## src/rtl/sprom_pkg.sv

```systemverilog
package sprom_pkg;

    parameter int ADDR_W   = 6;
    parameter int DATA_W   = 16;
    parameter int CNT_W    = 8;
    parameter int DIV_W    = 16;
    parameter int BYTE_W   = 8;
    parameter int OPC_W    = 3;
    parameter logic [OPC_W-1:0] OPC_READ = 3'b110;

    localparam int FRAME_W  = OPC_W + ADDR_W;
    localparam int P_CMD0   = 4;
    localparam int P_DATA0  = P_CMD0 + 3 * FRAME_W;
    localparam int P_DESEL  = P_DATA0 + 2 * DATA_W;
    localparam int N_PHASES = P_DESEL + 1;
    localparam int PH_W     = $clog2(N_PHASES);
    localparam int BADDR_W  = ADDR_W + 1;
    localparam int WCNT_W   = CNT_W - 1;

    typedef enum logic [2:0] {
        ST_IDLE,
        ST_RUN,
        ST_EMIT_LO,
        ST_EMIT_HI,
        ST_FIN
    } state_e;

    typedef struct packed {
        logic cs;
        logic sk;
        logic di;
        logic smp;
    } pins_t;

    // Pin levels for one phase of a word transaction.
    function automatic pins_t phase_pins(input logic [PH_W-1:0] idx,
                                         input logic [ADDR_W-1:0] waddr);
        pins_t r;
        int p;
        int k;
        logic [FRAME_W-1:0] frame;
        logic [FRAME_W-1:0] sh;
        r     = '0;
        p     = int'(idx);
        frame = {OPC_READ, waddr};
        sh    = '0;
        if (p == 0 || p >= P_DESEL) begin
            r.cs = 1'b0;
        end else if (p < P_CMD0) begin
            r.cs = 1'b1;
            r.sk = (p == 2);
        end else if (p < P_DATA0) begin
            k    = p - P_CMD0;
            sh   = frame >> (FRAME_W - 1 - k / 3);
            r.cs = 1'b1;
            r.di = sh[0];
            r.sk = ((k % 3) == 1);
        end else begin
            k     = p - P_DATA0;
            r.cs  = 1'b1;
            r.sk  = ((k % 2) == 0);
            r.smp = r.sk;
        end
        return r;
    endfunction

endpackage

```

## src/rtl/sprom_phase_timer.sv

```systemverilog
module sprom_phase_timer
    import sprom_pkg::*;
(
    input  logic             clk,
    input  logic             rst,
    input  logic             run,
    input  logic [DIV_W-1:0] len,
    output logic             tick
);
    logic [DIV_W-1:0] cnt;

    assign tick = run && (cnt == len - 1'b1);

    always_ff @(posedge clk) begin
        if (rst || !run || tick) begin
            cnt <= '0;
        end else begin
            cnt <= cnt + 1'b1;
        end
    end
endmodule

```

## src/rtl/sprom_sync.sv

```systemverilog
module sprom_sync #(
    parameter int STAGES = 2
) (
    input  logic clk,
    input  logic rst,
    input  logic d,
    output logic q
);
    logic [STAGES-1:0] chain;

    always_ff @(posedge clk) begin
        if (rst) begin
            chain[0] <= 1'b0;
        end else begin
            chain[0] <= d;
        end
    end

    for (genvar g = 1; g < STAGES; g++) begin : g_stage
        always_ff @(posedge clk) begin
            if (rst) begin
                chain[g] <= 1'b0;
            end else begin
                chain[g] <= chain[g-1];
            end
        end
    end

    assign q = chain[STAGES-1];
endmodule

```

## src/rtl/sprom_shifter.sv

```systemverilog
module sprom_shifter
    import sprom_pkg::*;
(
    input  logic              clk,
    input  logic              rst,
    input  logic              en,
    input  logic              din,
    output logic [DATA_W-1:0] word
);
    always_ff @(posedge clk) begin
        if (rst) begin
            word <= '0;
        end else if (en) begin
            word <= {word[DATA_W-2:0], din};
        end
    end
endmodule

```

## src/rtl/sprom_word_reader.sv

```systemverilog
module sprom_word_reader
    import sprom_pkg::*;
#(
    parameter int PHASE_DEFAULT = 50,
    parameter int SYNC_STAGES   = 2
) (
    input  logic               clk,
    input  logic               rst,
    input  logic               start,
    input  logic [BADDR_W-1:0] byte_addr,
    input  logic [CNT_W-1:0]   byte_cnt,
    input  logic [DIV_W-1:0]   phase_len,
    output logic               ready,
    output logic               err,
    output logic [BYTE_W-1:0]  byte_out,
    output logic               byte_valid,
    output logic               done,
    output logic               ee_cs,
    output logic               ee_sk,
    output logic               ee_di,
    input  logic               ee_do
);
    localparam logic [DIV_W-1:0] LEN_DEF = DIV_W'(PHASE_DEFAULT);
    localparam logic [PH_W-1:0]  PH_LAST = PH_W'(P_DESEL);

    state_e              state;
    logic [PH_W-1:0]     phase_idx;
    logic [ADDR_W-1:0]   waddr;
    logic [WCNT_W-1:0]   words_left;
    logic [DIV_W-1:0]    len_q;
    logic                err_q;
    logic                run;
    logic                tick;
    logic                do_sync;
    logic                smp_en;
    logic                bad_req;
    logic [DATA_W-1:0]   word;
    pins_t               pins;

    assign run     = (state == ST_RUN);
    assign bad_req = byte_addr[0] | byte_cnt[0] | (byte_cnt == '0);
    assign pins    = phase_pins(phase_idx, waddr);
    assign smp_en  = run & tick & pins.smp;

    sprom_phase_timer u_timer (
        .clk (clk),
        .rst (rst),
        .run (run),
        .len (len_q),
        .tick(tick)
    );

    sprom_sync #(.STAGES(SYNC_STAGES)) u_sync (
        .clk(clk),
        .rst(rst),
        .d  (ee_do),
        .q  (do_sync)
    );

    sprom_shifter u_shift (
        .clk (clk),
        .rst (rst),
        .en  (smp_en),
        .din (do_sync),
        .word(word)
    );

    always_ff @(posedge clk) begin
        if (rst) begin
            state      <= ST_IDLE;
            phase_idx  <= '0;
            waddr      <= '0;
            words_left <= '0;
            len_q      <= LEN_DEF;
            err_q      <= 1'b0;
        end else begin
            err_q <= 1'b0;
            case (state)
                ST_IDLE: begin
                    if (start) begin
                        if (bad_req) begin
                            err_q <= 1'b1;
                        end else begin
                            len_q      <= (phase_len == '0) ? LEN_DEF : phase_len;
                            waddr      <= byte_addr[BADDR_W-1:1];
                            words_left <= byte_cnt[CNT_W-1:1];
                            phase_idx  <= '0;
                            state      <= ST_RUN;
                        end
                    end
                end
                ST_RUN: begin
                    if (tick) begin
                        if (phase_idx == PH_LAST) begin
                            state <= ST_EMIT_LO;
                        end else begin
                            phase_idx <= phase_idx + 1'b1;
                        end
                    end
                end
                ST_EMIT_LO: begin
                    state <= ST_EMIT_HI;
                end
                ST_EMIT_HI: begin
                    waddr      <= waddr + 1'b1;
                    words_left <= words_left - 1'b1;
                    phase_idx  <= '0;
                    state      <= (words_left == WCNT_W'(1)) ? ST_FIN : ST_RUN;
                end
                ST_FIN: begin
                    state <= ST_IDLE;
                end
                default: begin
                    state <= ST_IDLE;
                end
            endcase
        end
    end

    always_comb begin
        byte_out = '0;
        if (state == ST_EMIT_LO) begin
            byte_out = word[BYTE_W-1:0];
        end else if (state == ST_EMIT_HI) begin
            byte_out = word[DATA_W-1:BYTE_W];
        end
    end

    assign byte_valid = (state == ST_EMIT_LO) || (state == ST_EMIT_HI);
    assign done       = (state == ST_FIN);
    assign ready      = (state == ST_IDLE);
    assign err        = err_q;
    assign ee_cs      = run & pins.cs;
    assign ee_sk      = run & pins.sk;
    assign ee_di      = run & pins.di;
endmodule

```

## config.mk

```make
export PLATFORM = sky130hd
export DESIGN_NAME = sprom_word_reader
export DESIGN_NICKNAME = d
export VERILOG_FILES = /design/src/rtl/sprom_pkg.sv /design/src/rtl/sprom_phase_timer.sv /design/src/rtl/sprom_sync.sv /design/src/rtl/sprom_shifter.sv /design/src/rtl/sprom_word_reader.sv
export SDC_FILE = /design/constraint.sdc
export NUM_CORES = 1
export LEC_CHECK = 0
export BUFFER_PORTS_ARGS = -buffer_cell sky130_fd_sc_hd__buf_4
export CORE_ASPECT_RATIO = 0.8
export CORE_UTILIZATION = 35
export CTS_BUF_LIST = sky130_fd_sc_hd__clkbuf_16
export CTS_CLUSTER_SIZE = 12
export DETAILED_ROUTE_END_ITERATION = 10
export HOLD_SLACK_MARGIN = 0.12
export PLACE_DENSITY = 0.54
export SYNTH_ARGS = -nofsm -noshare
export SYNTH_HDL_FRONTEND = slang
export SYNTH_SLANG_ARGS = --single-unit
```

## constraint.sdc

```tcl
create_clock -name clk -period 7.9 [get_ports clk]
set_input_delay 1.58 -clock clk [delete_from_list [all_inputs] [get_ports clk]]
set_output_delay 1.58 -clock clk [all_outputs]
set_load 0.02 [all_outputs]
```

# --- Yosys cells after proc, flatten, opt, wreduce, memory -nomap -nowiden ---
# Index checks and enable logic that the tools add are counted.
totals:
  regBits: 73
  in_bits: 35
  out_inout_bits: 15
  word_cells: 95
op_classes:
  addsub: 8
  div: 2
  order_cmp: 3
  eq_ne: 14
  shift: 1
  muxes: 28
  n_bitwise: 11
  reduce_logical: 18
ops:
  columns: ["op", "n"]
  rows:
  - ["6-bit 2-to-1 mux", 6]
  - ["32-bit by 3-bit divider with 32-bit output, second input constant", 1]
  - ["32-bit by 2-bit equality test with 1-bit output, second input constant", 1]
  - ["32-bit zero test", 1]
  - ["32-bit by 3-bit modulo with 32-bit output, second input constant", 1]
  - ["9-bit by 32-bit >> shifter with 1-bit output", 1]
  - ["5-bit by 32-bit subtractor with 32-bit output, first input constant", 1]
  - ["3-bit 2-to-1 mux", 6]
  - ["6-bit one-hot mux with 3 select lines", 1]
  - ["16-bit by 1-bit adder with 16-bit output, second input constant", 1]
  - ["16-bit equality test", 1]
  - ["16-bit zero test", 1]
  - ["16-bit 2-to-1 mux", 1]
  - ["8-bit 2-to-1 mux", 2]
  - ["16-bit by 1-bit subtractor with 16-bit output, second input constant", 1]
  - ["7-bit 2-to-1 mux", 2]
  - ["7-bit one-hot mux with 2 select lines", 1]
  - ["6-bit by 1-bit adder with 6-bit output, second input constant", 2]
  - ["3-bit one-hot mux with 4 select lines", 1]
  - ["6-bit one-hot mux with 2 select lines", 1]
  - ["8-bit zero test", 1]
  - ["7-bit by 1-bit equality test with 1-bit output, second input constant", 1]
  - ["6-bit by 3-bit subtractor with 7-bit output, second input constant", 1]
  - ["6-bit by 5-bit subtractor with 7-bit output, second input constant", 1]
  - ["27 further kinds", 48]

# --- Logic depth before layout (Yosys ltp) ---
# Gate-level depths: netlist (run 1).
depth:
  depth_word: 8
  depth_mapped: 36
  mapped_depth_nobuf: 32

# --- Modules after synthesis ---
# A second synthesis (run 1) with hierarchy kept.
hier_totals:
  hier_cells: 703
  area_unflattened_um2: 5517.8
by_module_without_submodules:
  columns: ["module", "n_inst", "cells_each", "area_each_um2", "seq_area_each_um2"]
  rows:
  - ["sprom_word_reader", 1, 462, 3469.6, 780.7]
  - ["sprom_phase_timer", 1, 185, 1415.1, 320.3]
  - ["sprom_shifter", 1, 52, 580.6, 320.3]
  - ["sprom_sync", 1, 4, 52.6, 40.0]

# --- Worst setup path before layout (run 1) ---
# OpenSTA, ideal clock, no wires.
synth_timing:
  path_kind: "reg2out"
  startpoint: "register phase_idx[2]"
  endpoint: "output port ee_di"
  arrival_ps: 6939
  required_time_ps: 6320
  path_slack_ps: -619
  stages_incl_launch_ff: 35
  path_buffers: 4
  cell_sequence: "dfxtp_1 > clkbuf_1 > inv_1 > ha_1 > buf_4 > nor3b_2 > a31oi_2 > a311oi_2 > a21oi_1 > ha_1 > buf_2 > or2_2 > o21ai_0 > inv_1 > ha_1 > inv_1 > o311a_1 > nand4_1 > nand2b_1 > buf_6 > inv_6 > xnor2_4 > ha_1 > a21oi_2 > nand2_2 > inv_2 > ha_1 > mux2i_1 > ha_1 > nand2b_1 > a22oi_1 > a31o_2 > mux2i_1 > or3_1 > a221oi_1"
synth_between:
  elab_chain_cells: 8
  elab_cells_between_ends: 13
  classes_between: "add/sub: 2; div: 1; order compare: 3; shift: 1; mux: 3; bitwise: 1; reduce/logical: 2"
synth_rtl:
  columns: ["item", "line", "source"]
  rows:
  - ["start: declaration", "sprom_word_reader.sv:27", "logic [PH_W-1:0] phase_idx;"]
  - ["start signal: assignment", "sprom_word_reader.sv:97", "phase_idx <= phase_idx + 1'b1;"]
  - ["6-bit by 3-bit subtractor with 7-bit output", "sprom_pkg.sv:53", "k = p - P_CMD0;"]
  - ["32-bit by 3-bit divider with 32-bit output", "sprom_pkg.sv:54", "sh = frame >> (FRAME_W - 1 - k / 3);"]
  - ["5-bit by 32-bit subtractor with 32-bit output", "sprom_pkg.sv:54", null]
  - ["9-bit by 32-bit >> shifter with 1-bit output", "sprom_pkg.sv:54", null]
  - ["1-bit 2-to-1 mux", "sprom_pkg.sv:52", "end else if (p < P_DATA0) begin"]
  - ["2-bit 2-to-1 mux", "sprom_pkg.sv:49", "end else if (p < P_CMD0) begin"]
  - ["3-bit 2-to-1 mux (*)", "sprom_pkg.sv:47", "if (p == 0 || p >= P_DESEL) begin"]
  - ["1-bit bitwise AND (*)", "sprom_word_reader.sv:135", "assign ee_di = run & pins.di;"]
  - ["end: declaration", "sprom_word_reader.sv:20", "output logic ee_di,"]
# Every way passes the cells marked *; elsewhere a longest branch is shown, timed or not.

# --- Worst setup path in the final report (run 1) ---
# Ends and elaborated chain as after synthesis.

==> results.tsv, run 1 <==
stage	metric	value	unit
run_status	status	completed	
logic_synthesis	synth unique cells	94	
die	core area	15200	um2
drt	WL final	14.8	mm
cells_and_area	layout cells sized above 1	21.7	%
hold_path	HP Class	flop to flop	
drt	Initial DRC Count	371	
clock_network	CTS buffer count	9	
sta	setup ws final	273	ps
setup_path	CP dominant cell by count	ha_4	
drt	Final ANT Viol Nets	0	
global_route	vias in the first global route	4864	
logic_synthesis	Seq cells post-synth	73	
cells_and_area	area grow syn2layout	24.1	%
pwr	Max IR drop VDD	0.222	mV
logic_synthesis	top-count cell post-synth	nor2_1	
setup_path	slowest stage delay, CP	440	ps
pwr	P per Cell Area	245	nW/um2
drt	Via Count	5273	
logic_synthesis	Seq/Total Area, Yosys	26.5	%
die	initial core utilization	36.2	%
setup_path	CP arrival	6050	ps
placement	routability cong.	0.896	
global_route	aggregate global-route resource usage	18.5	%
pwr	Pwr Total	1.68	mW
clock_network	Hold-fix buffers, CTS	0	
clock_network	Reg clk slew, reported paths	60	ps
logic_synthesis	Synth Area per Inst	7.91	um2
cells_and_area	final-stage net count	818	
clock_network	clock sinks	73	
clock_network	worst skew pair latency	340	ps
global_route	first-pass GRT wire length	24.3	mm
die	num rows	40	
clock_network	CTS tree	built	
logic_synthesis	Yosys top cell by area	dfxtp_1	
die	chip height	114	um
logic_synthesis	Post-Syn Area	5510	um2
placement	Inst Count DP	945	
cells_and_area	final instance area	6840	um2
logic_synthesis	YS warnings	0	
die	Die W	142	um
sta	worst-margin pin slew	1020	ps
placement	port buffer count	49	
setup_path	Critical Setup Path Class	flop to primary output	
logic_synthesis	Synth area leaders	dfxtp_1 (27%), nor2_1 (6.4%), mux2i_1 (6.2%), xnor2_1 (4.8%), nand2_1 (4.7%)	
sta	Tmin final	7630	ps
setup_path	crit path max-delay cell type	or3b_4	
drt	vias per cell	5.39	
logic_synthesis	top cell type's share of synthesized area	26.5	%
cells_and_area	# diodes	0	
setup_path	Worst Setup Start Kind	flop	
logic_synthesis	most common library cells after synthesis	nor2_1 (94), dfxtp_1 (73), nand2_1 (69), a21oi_1 (37), mux2i_1 (34)	
sta	TNS Setup	0	ps
global_route	largest net degree at the start of global routing	54	
logic_synthesis	cells after synthesis	697	
pwr	leakage	2.55	nW
drt	drt drc	0	
clock_network	CTS max path bufs	2	
cells_and_area	Final Non-Filler Cells	979	
logic_synthesis	ys async rst share	0	%
sta	Final Slew Violations	0	
placement	pre-CTS worst setup slack	58.4	ps
setup_path	CP endpoint kind	primary output	
sta	Final setup viols	0	
sta	Rel. slew slack	31.6	%
sta	worst clock skew	8.17	ps
global_route	grt ovf	0	
global_route	initial antenna violation count	0	
clock_network	H-tree depth	3	
setup_path	Worst Path Required	6320	ps
setup_path	Worst Path Max Fanout	7	
job	max_cap viols	0	
placement	dpl cell area	6220	um2
die	die area	16300	um2
sta	Final Hold Fails	0	
sta	achievable clock frequency	131	MHz
die	io pins	50	
logic_synthesis	Main synth FF type	dfxtp_1	
logic_synthesis	EDFF count, synth	0	
drt	WL per Instance	15.1	um
sta	period utilisation layout	96.5	%
placement	Final HPWL DP	11.2	mm
clock_network	Root Driver	clkbuf_16	
drt	TritonRoute pass-1 iters	5	
logic_synthesis	syn nets	751	
-- final timing paths --
check,from,slack [ps],cells past startpoint,to
setup / recovery,phase_idx[2],270,32,ee_di
hold / removal,u_sync.chain[0],450,1,u_sync.q
setup reg to reg,len_q[0],3560,11,u_shift.word[0]
hold reg to reg,u_sync.chain[0],450,1,u_sync.q
-- cell type report --
type	count	area, um2
Clock buffer	9	225
Clock inverter	7	133
Fill cell	1516	8370
Inverter	24	103
Multi-Input combinational cell	564	3960
Sequential cell	73	1460
Tap cell	210	263
Timing Repair Buffer	92	694
-- placed cells by master, fill, tap and decap left out, types with 10 or more instances in the layout --
cell type	n
inv_1	19
xnor2_1	30
nor2_1	94
nand2_1	69
buf_4	91
a21oi_1	37
nor3_1	17
dfxtp_1	71
nand2b_1	10
xor2_1	26
ha_1	13
o21ai_0	32
nor4_1	10
nand3_1	22
mux2i_1	33
-- registers in the layout (all words and copies together), names as in the netlist --
name / cells
phase_idx: 6
u_sync.q: 1
u_timer.cnt: 16
u_sync.chain: 1
waddr: 6
err: 1
len_q: 16
state: 3
words_left: 7
u_shift.word: 16
-- worst max-delay path: cells and delay by family, from the launching register on --
kind	cells	cell delay, ps
multiplexers	2	260
buffers and inverters	7	660
flip-flops	1	320
adder cells (fa/ha/maj)	6	1200
XOR/XNOR	1	150
AO/OA/AOI/OAI	10	1770
AND/OR/NAND/NOR	6	1330
-- routing by layer --
layer / GRT usage [%] / vias to the layer above / share of wire [%]
li1: - / 2656 / -
met5: 0 / - / 0
met4: 3.15 / 0 / 0.64
met1: 27.6 / 2486 / 52
met2: 27.3 / 119 / 43
met3: 3.89 / 12 / 4.7
-- where the power goes --
part | switching (mW) | leakage (nW) | internal (mW)
sequential | 0.0175 | 0.592 | 0.382
clock | 0.153 | 0.174 | 0.338
combinational | 0.425 | 1.78 | 0.362
-- kinds of logic after synthesis --
family          synth area share (%)
compound gates                  22.2
xor+xnor                        9.40
fa+ha+maj                       4.31
buf+inv                         5.02
flops                           26.5
mux                             6.65
simple gates                    25.9
-- stage by stage --
stage	utilization [%]	hold WS [ps]
2_1_floorplan	-	414
6_report	45.0	447
3_3_place_gp	40.9	428
4_1_cts	43.7	451
5_1_grt	45.0	454
3_5_place_dp	40.9	430
-- repair_timing --
| action | 4_1_cts | 5_1_grt |
|---|---|---|
| pin swaps | 2 | 11 |
| gates resized for setup | 9 | 15 |
| buffers inserted | 2 | 16 |
| setup endpoints to repair | 1 | 1 |
(Power assumes the default switching activity.)
==> run 2, diff against run 1 <==
CTS_BUF_LIST = unset   (was sky130_fd_sc_hd__clkbuf_16)
==> run 2 against run 1 <==
Effect of this change: clock power is 4.3% higher; sequential cell count unchanged; critical path depth did not move; via count fell by 0.32%; power decreased by 0.69%; setup slack better by 18 ps; register-to-register slack improved by 50 ps; maximum frequency is 0.24% higher; critical endpoint unchanged; sequential power barely moved; combinational power is 4.1% lower; global-route usage barely moved; routed wire length down 0.44%.
==> results.tsv, run 2 (synthesized netlist as in run 1, its figures left out) <==
stage	metric	value	unit	change
drt	met3 WL post-DR	785	um	+12%
sta	worst-margin pin slew	1020	ps	-1.46 ps
cells_and_area	commonest non-fill, non-tap cells in the layout	nor2_1 (94), buf_4 (86), dfxtp_1 (71), nand2_1 (69), a21oi_1 (37)		
hold_path	HP Class	flop to flop		
drt	WL per Instance	15.1	um	about the same
die	num rows	40		unchanged
setup_path	reg2reg end	u_shift.word[0]		
pwr	leakage	2.53	nW	-0.55%
pwr	P_int	1.08	mW	-0.21%
sta	Rel. slew slack	31.7	%	+0.097 points
cells_and_area	area grow syn2layout	23.7	%	
clock_network	CTS tree	built		
hold_path	end point of the worst hold path	u_sync.q		
job	max_cap viols	0		unchanged
sta	Final setup viols	0		unchanged
die	io pins	50		unchanged
clock_network	Reg clk slew, reported paths	60	ps	about the same
sta	period utilisation layout	96.3	%	-0.23 points
clock_network	H-tree depth	3		unchanged
setup_path	crit path max-delay cell type	or3b_4		
setup_path	CP delay by family, top	compound AO/OA/AOI/OAI gates		
drt	top layer reached by signal wires	met4		
die	core area	15200	um2	unchanged
setup_path	CP endpoint kind	primary output		
drt	Final ANT Viol Nets	0		unchanged
placement	port buffer count	49		unchanged
clock_network	CTS max path bufs	2		unchanged
pwr	P per Cell Area	244	nW/um2	-0.36%
drt	TritonRoute pass-1 iters	5		unchanged
setup_path	Critical Setup Path Class	flop to primary output		
clock_network	CTS buffer count	9		unchanged
hold_path	Worst Hold Launch	u_sync.chain[0]		
sta	setup ws final	292	ps	+18.4 ps
placement	Inst Count DP	945		unchanged
die	chip height	114	um	unchanged
pwr	Switching Share	35.2	%	-0.31 points
die	initial core utilization	36.2	%	unchanged
setup_path	Crit Reg-Reg Startpoint	len_q[0]		
pwr	Clock Power Share	30.7	%	+1.4 points
pwr	Net Switching	0.586	mW	-1.6%
cells_and_area	final-stage net count	813		-0.61%
cells_and_area	layout cells sized above 1	21.5	%	-0.25 points
setup_path	Critical path buffers and inverters	7		unchanged
sta	achievable clock frequency	131	MHz	+0.24%
clock_network	clock sinks	73		unchanged
placement	Final HPWL DP	11.2	mm	unchanged
drt	wire length on met2	6.32	mm	-0.16%
cells_and_area	# diodes	0		unchanged
drt	Initial DRC Count	392		+5.7%
global_route	grt ovf	0		unchanged
die	Die W	142	um	unchanged
setup_path	CP dominant cell by count	ha_4		
pwr	Max IR drop VDD	0.194	mV	-12%
setup_path	Worst Path Required	6320	ps	about the same
setup_path	Worst Path Max Fanout	7		unchanged
drt	drt drc	0		unchanged
setup_path	CP arrival	6030	ps	-20 ps
sta	Final Slew Violations	0		unchanged
sta	Final Hold Fails	0		unchanged
drt	Via Count	5256		-0.32%
pwr	sequential share of power	24.0	%	+0.2 points
clock_network	Root Driver	clkbuf_16		
hold_path	Hold Path Depth	1		unchanged
setup_path	slowest stage delay, CP	440	ps	about the same
global_route	aggregate global-route resource usage	18.5	%	about the same
setup_path	R2R cell count	11		unchanged
setup_path	r2r setup slk	3610	ps	+50 ps
cells_and_area	most common cell after layout, fill and taps aside	nor2_1		
cells_and_area	Top Registers	len_q: 16 flops, u_shift.word: 16 flops, u_timer.cnt: 16 flops		
die	die area	16300	um2	unchanged
clock_network	Hold-fix buffers, CTS	0		unchanged
placement	pre-CTS worst setup slack	58.4	ps	unchanged
run_status	status	completed		
cells_and_area	Final Non-Filler Cells	974		-0.51%
drt	vias per cell	5.40		+0.19%
global_route	vias in the first global route	4868		+0.082%
global_route	initial antenna violation count	0		unchanged
sta	Tmin final	7610	ps	-18.4 ps
setup_path	Worst Setup Start Kind	flop		
placement	routability cong.	0.896		unchanged
pwr	Logic pwr share	45.3	%	-1.6 points
global_route	first-pass GRT wire length	24.3	mm	+0.12%
global_route	largest net degree at the start of global routing	54		unchanged
sta	worst clock skew	7.89	ps	-0.276 ps
drt	WL final	14.7	mm	-0.44%
clock_network	worst skew pair latency	330	ps	about the same
sta	TNS Setup	0	ps	unchanged
drt	M1 wire length	7.51	mm	-1.7%
==> run 2: cell count changes in the layout (fill, tap and decap cells not counted) <==
cell      before  now
buf_4         91   86
clkbuf_8       0    2
clkinv_1       2    0
inv_4          0    1
inv_8          1    0
==> run 2: how the worst max path moves through the flow <==
stage	startpoint	endpoint	slack (ps)	cells past startpoint
finish	phase_idx[2]	ee_di	290	32
global route	phase_idx[2]	ee_di	-6	32
CTS	phase_idx[3]	ee_di	60	31
detailed placement	phase_idx[3]	ee_di	60	31
global placement	phase_idx[3]	ee_di	210	31
floorplan	phase_idx[2]	ee_di	20	34
==> run 2: worst reg2reg max path, stage by stage (launching register included) <==
cell	delay, ps
dfxtp_1	350
nor4_1	790
nand2_1	190
nor4_1	500
o211ai_1	150
o21ai_0	90
o21ai_0	90
a2111oi_0	520
buf_4	220
and4b_1	880
mux2i_1	300
nor2_1	70
==> run 2: layout make-up <==
cell class,count,area (um2)
Clock inverter,5,125
Fill cell,1518,8400
Multi-Input combinational cell,564,3960
Timing Repair Buffer,87,657
Sequential cell,73,1460
Clock buffer,11,253
Tap cell,210,263
Inverter,24,97.6
==> run 2: metal layers <==
| metal | vias to the layer above | global-route usage, % |
|---|---|---|
| met5 | - | 0 |
| met4 | 0 | 3.15 |
| met3 | 10 | 3.89 |
| met2 | 119 | 27.3 |
| met1 | 2481 | 27.6 |
| li1 | 2646 | - |
==> run 2: power by group through the flow <==
stage	Combinational (mW)	Clock, mW	Sequential (mW)
2_1_floorplan	0.511	0	0.402
3_3_place_gp	0.671	0	0.407
3_5_place_dp	0.676	0	0.407
4_1_cts	0.714	0.522	0.399
5_1_grt	0.827	0.539	0.401
6_report	0.755	0.512	0.399
==> run 2: timing repair <==
item / in CTS / in global routing
gates resized for setup: 9 / 13
pin swaps: 2 / 7
setup buffers: 3 / 10
endpoints found under the setup margin: 1 / 2
==> run 2: through the flow <==
step	hold WS (ps)	total power [mW]	instance area (um2)	utilization (%)
finish	447	1.67	6820	44.8
global route	454	1.77	6820	44.8
CTS	451	1.64	6670	43.8
detailed placement	430	1.08	6220	40.9
global placement	428	1.08	6220	40.9
floorplan	414	0.913	5580	-
==> run 3, diff against run 2 <==
ABC_AREA = 1   (was unset)
CORE_UTILIZATION = 53   (was 35)
PLACE_DENSITY = 0.76   (was 0.54)
==> run 3 against run 2 <==
Effect of this change: power is 24% lower; synthesized cell count is 9.9% higher; critical path depth is 5 higher; final area is 14% lower; critical endpoint is now ee_sk; setup slack better by 280 ps; final cell count is 4.6% lower; critical path type unchanged; routed wire length is 12% lower; clock-buffer cell count is 2 lower; the flow now finishes with violations (DRC); via count is 2.3% lower.
==> results.tsv, run 3 <==
stage	metric	value	unit	change
cells_and_area	commonest non-fill, non-tap cells in the layout	nand2_1 (186), nor2_1 (87), inv_1 (86), dfxtp_1 (72), nand3_1 (52)		
cells_and_area	area of the multi-input gates	3160	um2	-20%
sta	period utilisation layout	92.7	%	-3.6 points
logic_synthesis	Post-Syn Area	5050	um2	-8.4%
cells_and_area	# fillers	814		-46%
clock_network	worst skew pair latency	340	ps	about the same
hold_path	HP Class	flop to flop		
logic_synthesis	top-count cell post-synth	nand2_1		
drt	Via Count	5133		-2.3%
logic_synthesis	cells after synthesis	766		+9.9%
cells_and_area	most common cell after layout, fill and taps aside	nand2_1		
clock_network	Reg clk slew, reported paths	60	ps	about the same
clock_network	Root Driver	clkbuf_16		
placement	routability cong.	0.945		+5.5%
drt	vias per cell	5.53		+2.4%
logic_synthesis	Synth Area per Inst	6.59	um2	-17%
setup_path	Worst Setup Start Kind	flop		
logic_synthesis	ys async rst share	0	%	unchanged
sta	Final Hold Fails	0		unchanged
clock_network	CTS max path bufs	2		unchanged
setup_path	crit path max-delay cell type	dfxtp_2		
die	Die W	111	um	-22%
setup_path	Critical Setup Path Class	flop to primary output		
drt	Initial DRC Count	412		+5.1%
sta	worst clock skew	5.66	ps	-2.23 ps
setup_path	slowest stage delay, CP	370	ps	-70 ps
sta	Rel. slew slack	29.5	%	-2.2 points
logic_synthesis	EDFF count, synth	0		unchanged
cells_and_area	Sequential cell area	1460	um2	about the same
sta	RSZ-0062 raised after global routing	false		
pwr	P per Cell Area	216	nW/um2	-12%
logic_synthesis	YS warnings	0		unchanged
logic_synthesis	Yosys top cell by area	dfxtp_1		
pwr	Max IR drop VDD	0.158	mV	-19%
die	io pins	50		unchanged
sta	Tmin final	7320	ps	-284 ps
job	max_cap viols	0		unchanged
drt	Final ANT Viol Nets	0		unchanged
placement	Final HPWL DP	9.56	mm	-14%
cells_and_area	final-stage net count	864		+6.3%
cells_and_area	layout cells sized above 1	15.4	%	-6.1 points
cells_and_area	Top Registers	len_q: 16 flops, u_shift.word: 16 flops, u_timer.cnt: 16 flops		
pwr	leakage	2.66	nW	+5.0%
logic_synthesis	top cell type's share of synthesized area	28.9	%	+2.4 points
global_route	initial antenna violation count	0		unchanged
global_route	first-pass GRT wire length	21.2	mm	-13%
logic_synthesis	Synth area leaders	dfxtp_1 (29%), nand2_1 (14%), nor2_1 (6.5%), inv_1 (6.4%), nand3_1 (5.2%)		
global_route	grt ovf	0		unchanged
logic_synthesis	Seq/Total Area, Yosys	28.9	%	+2.4 points
sta	Final Slew Violations	0		unchanged
global_route	vias in the first global route	4634		-4.8%
placement	pre-CTS worst setup slack	952	ps	+893 ps
global_route	aggregate global-route resource usage	26.5	%	+8.0 points
sta	TNS Setup	0	ps	unchanged
setup_path	CP dominant cell by count	nand2_1		
clock_network	H-tree depth	3		unchanged
die	die area	9920	um2	-39%
logic_synthesis	Seq cells post-synth	73		unchanged
sta	worst-margin pin slew	1050	ps	+28.1 ps
setup_path	CP endpoint kind	primary output		
placement	port buffer count	49		unchanged
sta	setup ws final	576	ps	+284 ps
logic_synthesis	synth unique cells	46		-51%
logic_synthesis	Main synth FF type	dfxtp_1		
drt	TritonRoute pass-1 iters	8		+3
global_route	largest net degree at the start of global routing	38		-30%
drt	drt drc	2		+2
setup_path	CP arrival	5740	ps	-290 ps
setup_path	Worst Path Required	6320	ps	about the same
cells_and_area	Final Non-Filler Cells	929		-4.6%
die	chip height	89.3	um	-22%
clock_network	CTS buffer count	9		unchanged
run_status	failing checks	DRC		
run_status	status	finished, violations left		
clock_network	CTS tree	built		
clock_network	postcts setup bufs	0		-3
die	num rows	31		-23%
sta	achievable clock frequency	137	MHz	+3.9%
die	initial core utilization	55.2	%	+19 points
sta	Final setup viols	0		unchanged
setup_path	Worst Path Max Fanout	18		+11
clock_network	clock sinks	73		unchanged
drt	WL per Instance	13.9	um	-7.7%
cells_and_area	# diodes	0		unchanged
drt	WL final	12.9	mm	-12%
die	core area	9150	um2	-40%
placement	Inst Count DP	914		-3.3%
logic_synthesis	most common library cells after synthesis	nand2_1 (186), nor2_1 (87), inv_1 (86), dfxtp_1 (73), nand3_1 (52)		
logic_synthesis	syn nets	820		+9.2%
cells_and_area	area grow syn2layout	16.4	%	
run 3: kinds of logic (layout without fill, tap and decap cells):
group / count (synthesis) / count (layout) / synth area share [%]
XOR/XNOR: 32 / 32 / 5.70
AND/OR/NAND/NOR: 414 / 414 / 38.7
buffers and inverters: 114 / 162 / 8.53
adder cells (fa/ha/maj): 19 / 19 / 4.71
AO/OA/AOI/OAI: 114 / 114 / 13.4
flip-flops: 73 / 73 / 28.9
run 3: report_power, final:
group	internal [mW]	switching (mW)	leakage [nW]	total (mW)
clock network	0.341	0.166	0.177	0.507
registers	0.378	0.00946	0.592	0.387
logic	0.134	0.242	1.89	0.376
run 3: routing by layer:
layer / track usage [%] / share of wire (%) / vias to the layer above / wire, um
li1: - / - / 2598 / -
met2: 45.3 / 46 / 138 / 5950
met3: 5.36 / 4.3 / 20 / 550
met4: 7.25 / 1.3 / 0 / 167
met1: 34.6 / 48 / 2377 / 6260
met5: 0 / 0 / - / 0
run 3: timing repair:
item / in CTS / in global routing
hold buffers: 0 / 0
endpoints found under the setup margin: 0 / 2
gates resized for setup: 0 / 1
endpoints found under the hold margin: 0 / 0
run 3: layout make-up:
| cell class | instances | share of cell area [%] |
|---|---|---|
| clock inverters | 6 | 2.34 |
| inverters | 96 | 6.17 |
| well taps | 115 | 2.45 |
| flip-flops and latches | 73 | 24.9 |
| clock buffers | 9 | 3.83 |
| repair buffers | 51 | 6.51 |
| multi-input cells | 579 | 53.8 |
run 3: worst paths after layout:
kind                         from         endpoint  slack (ps)  cells after the start
setup / recovery     phase_idx[2]            ee_sk         580                     37
hold / removal    u_sync.chain[0]         u_sync.q         400                      2
setup reg to reg         len_q[0]  u_shift.word[9]        3940                     15
hold reg to reg   u_sync.chain[0]         u_sync.q         400                      2
run 3: critical path, delay by kind of cell (launching register included):
| kind | cells | cell delay (ps) |
|---|---|---|
| simple gates | 22 | 2120 |
| flops | 1 | 370 |
| compound gates | 3 | 610 |
| fa+ha+maj | 5 | 1340 |
| buf+inv | 7 | 960 |
run 3: stage by stage:
step | instance area, um2 | hold WS (ps) | utilization, % | power (mW)
2_1_floorplan | 5050 | 388 | - | 0.682
6_report | 5880 | 403 | 64.2 | 1.27
4_1_cts | 5880 | 404 | 64.2 | 1.27
3_3_place_gp | 5510 | 394 | 60.2 | 0.756
3_5_place_dp | 5510 | 396 | 60.2 | 0.764
5_1_grt | 5880 | 419 | 64.2 | 1.34
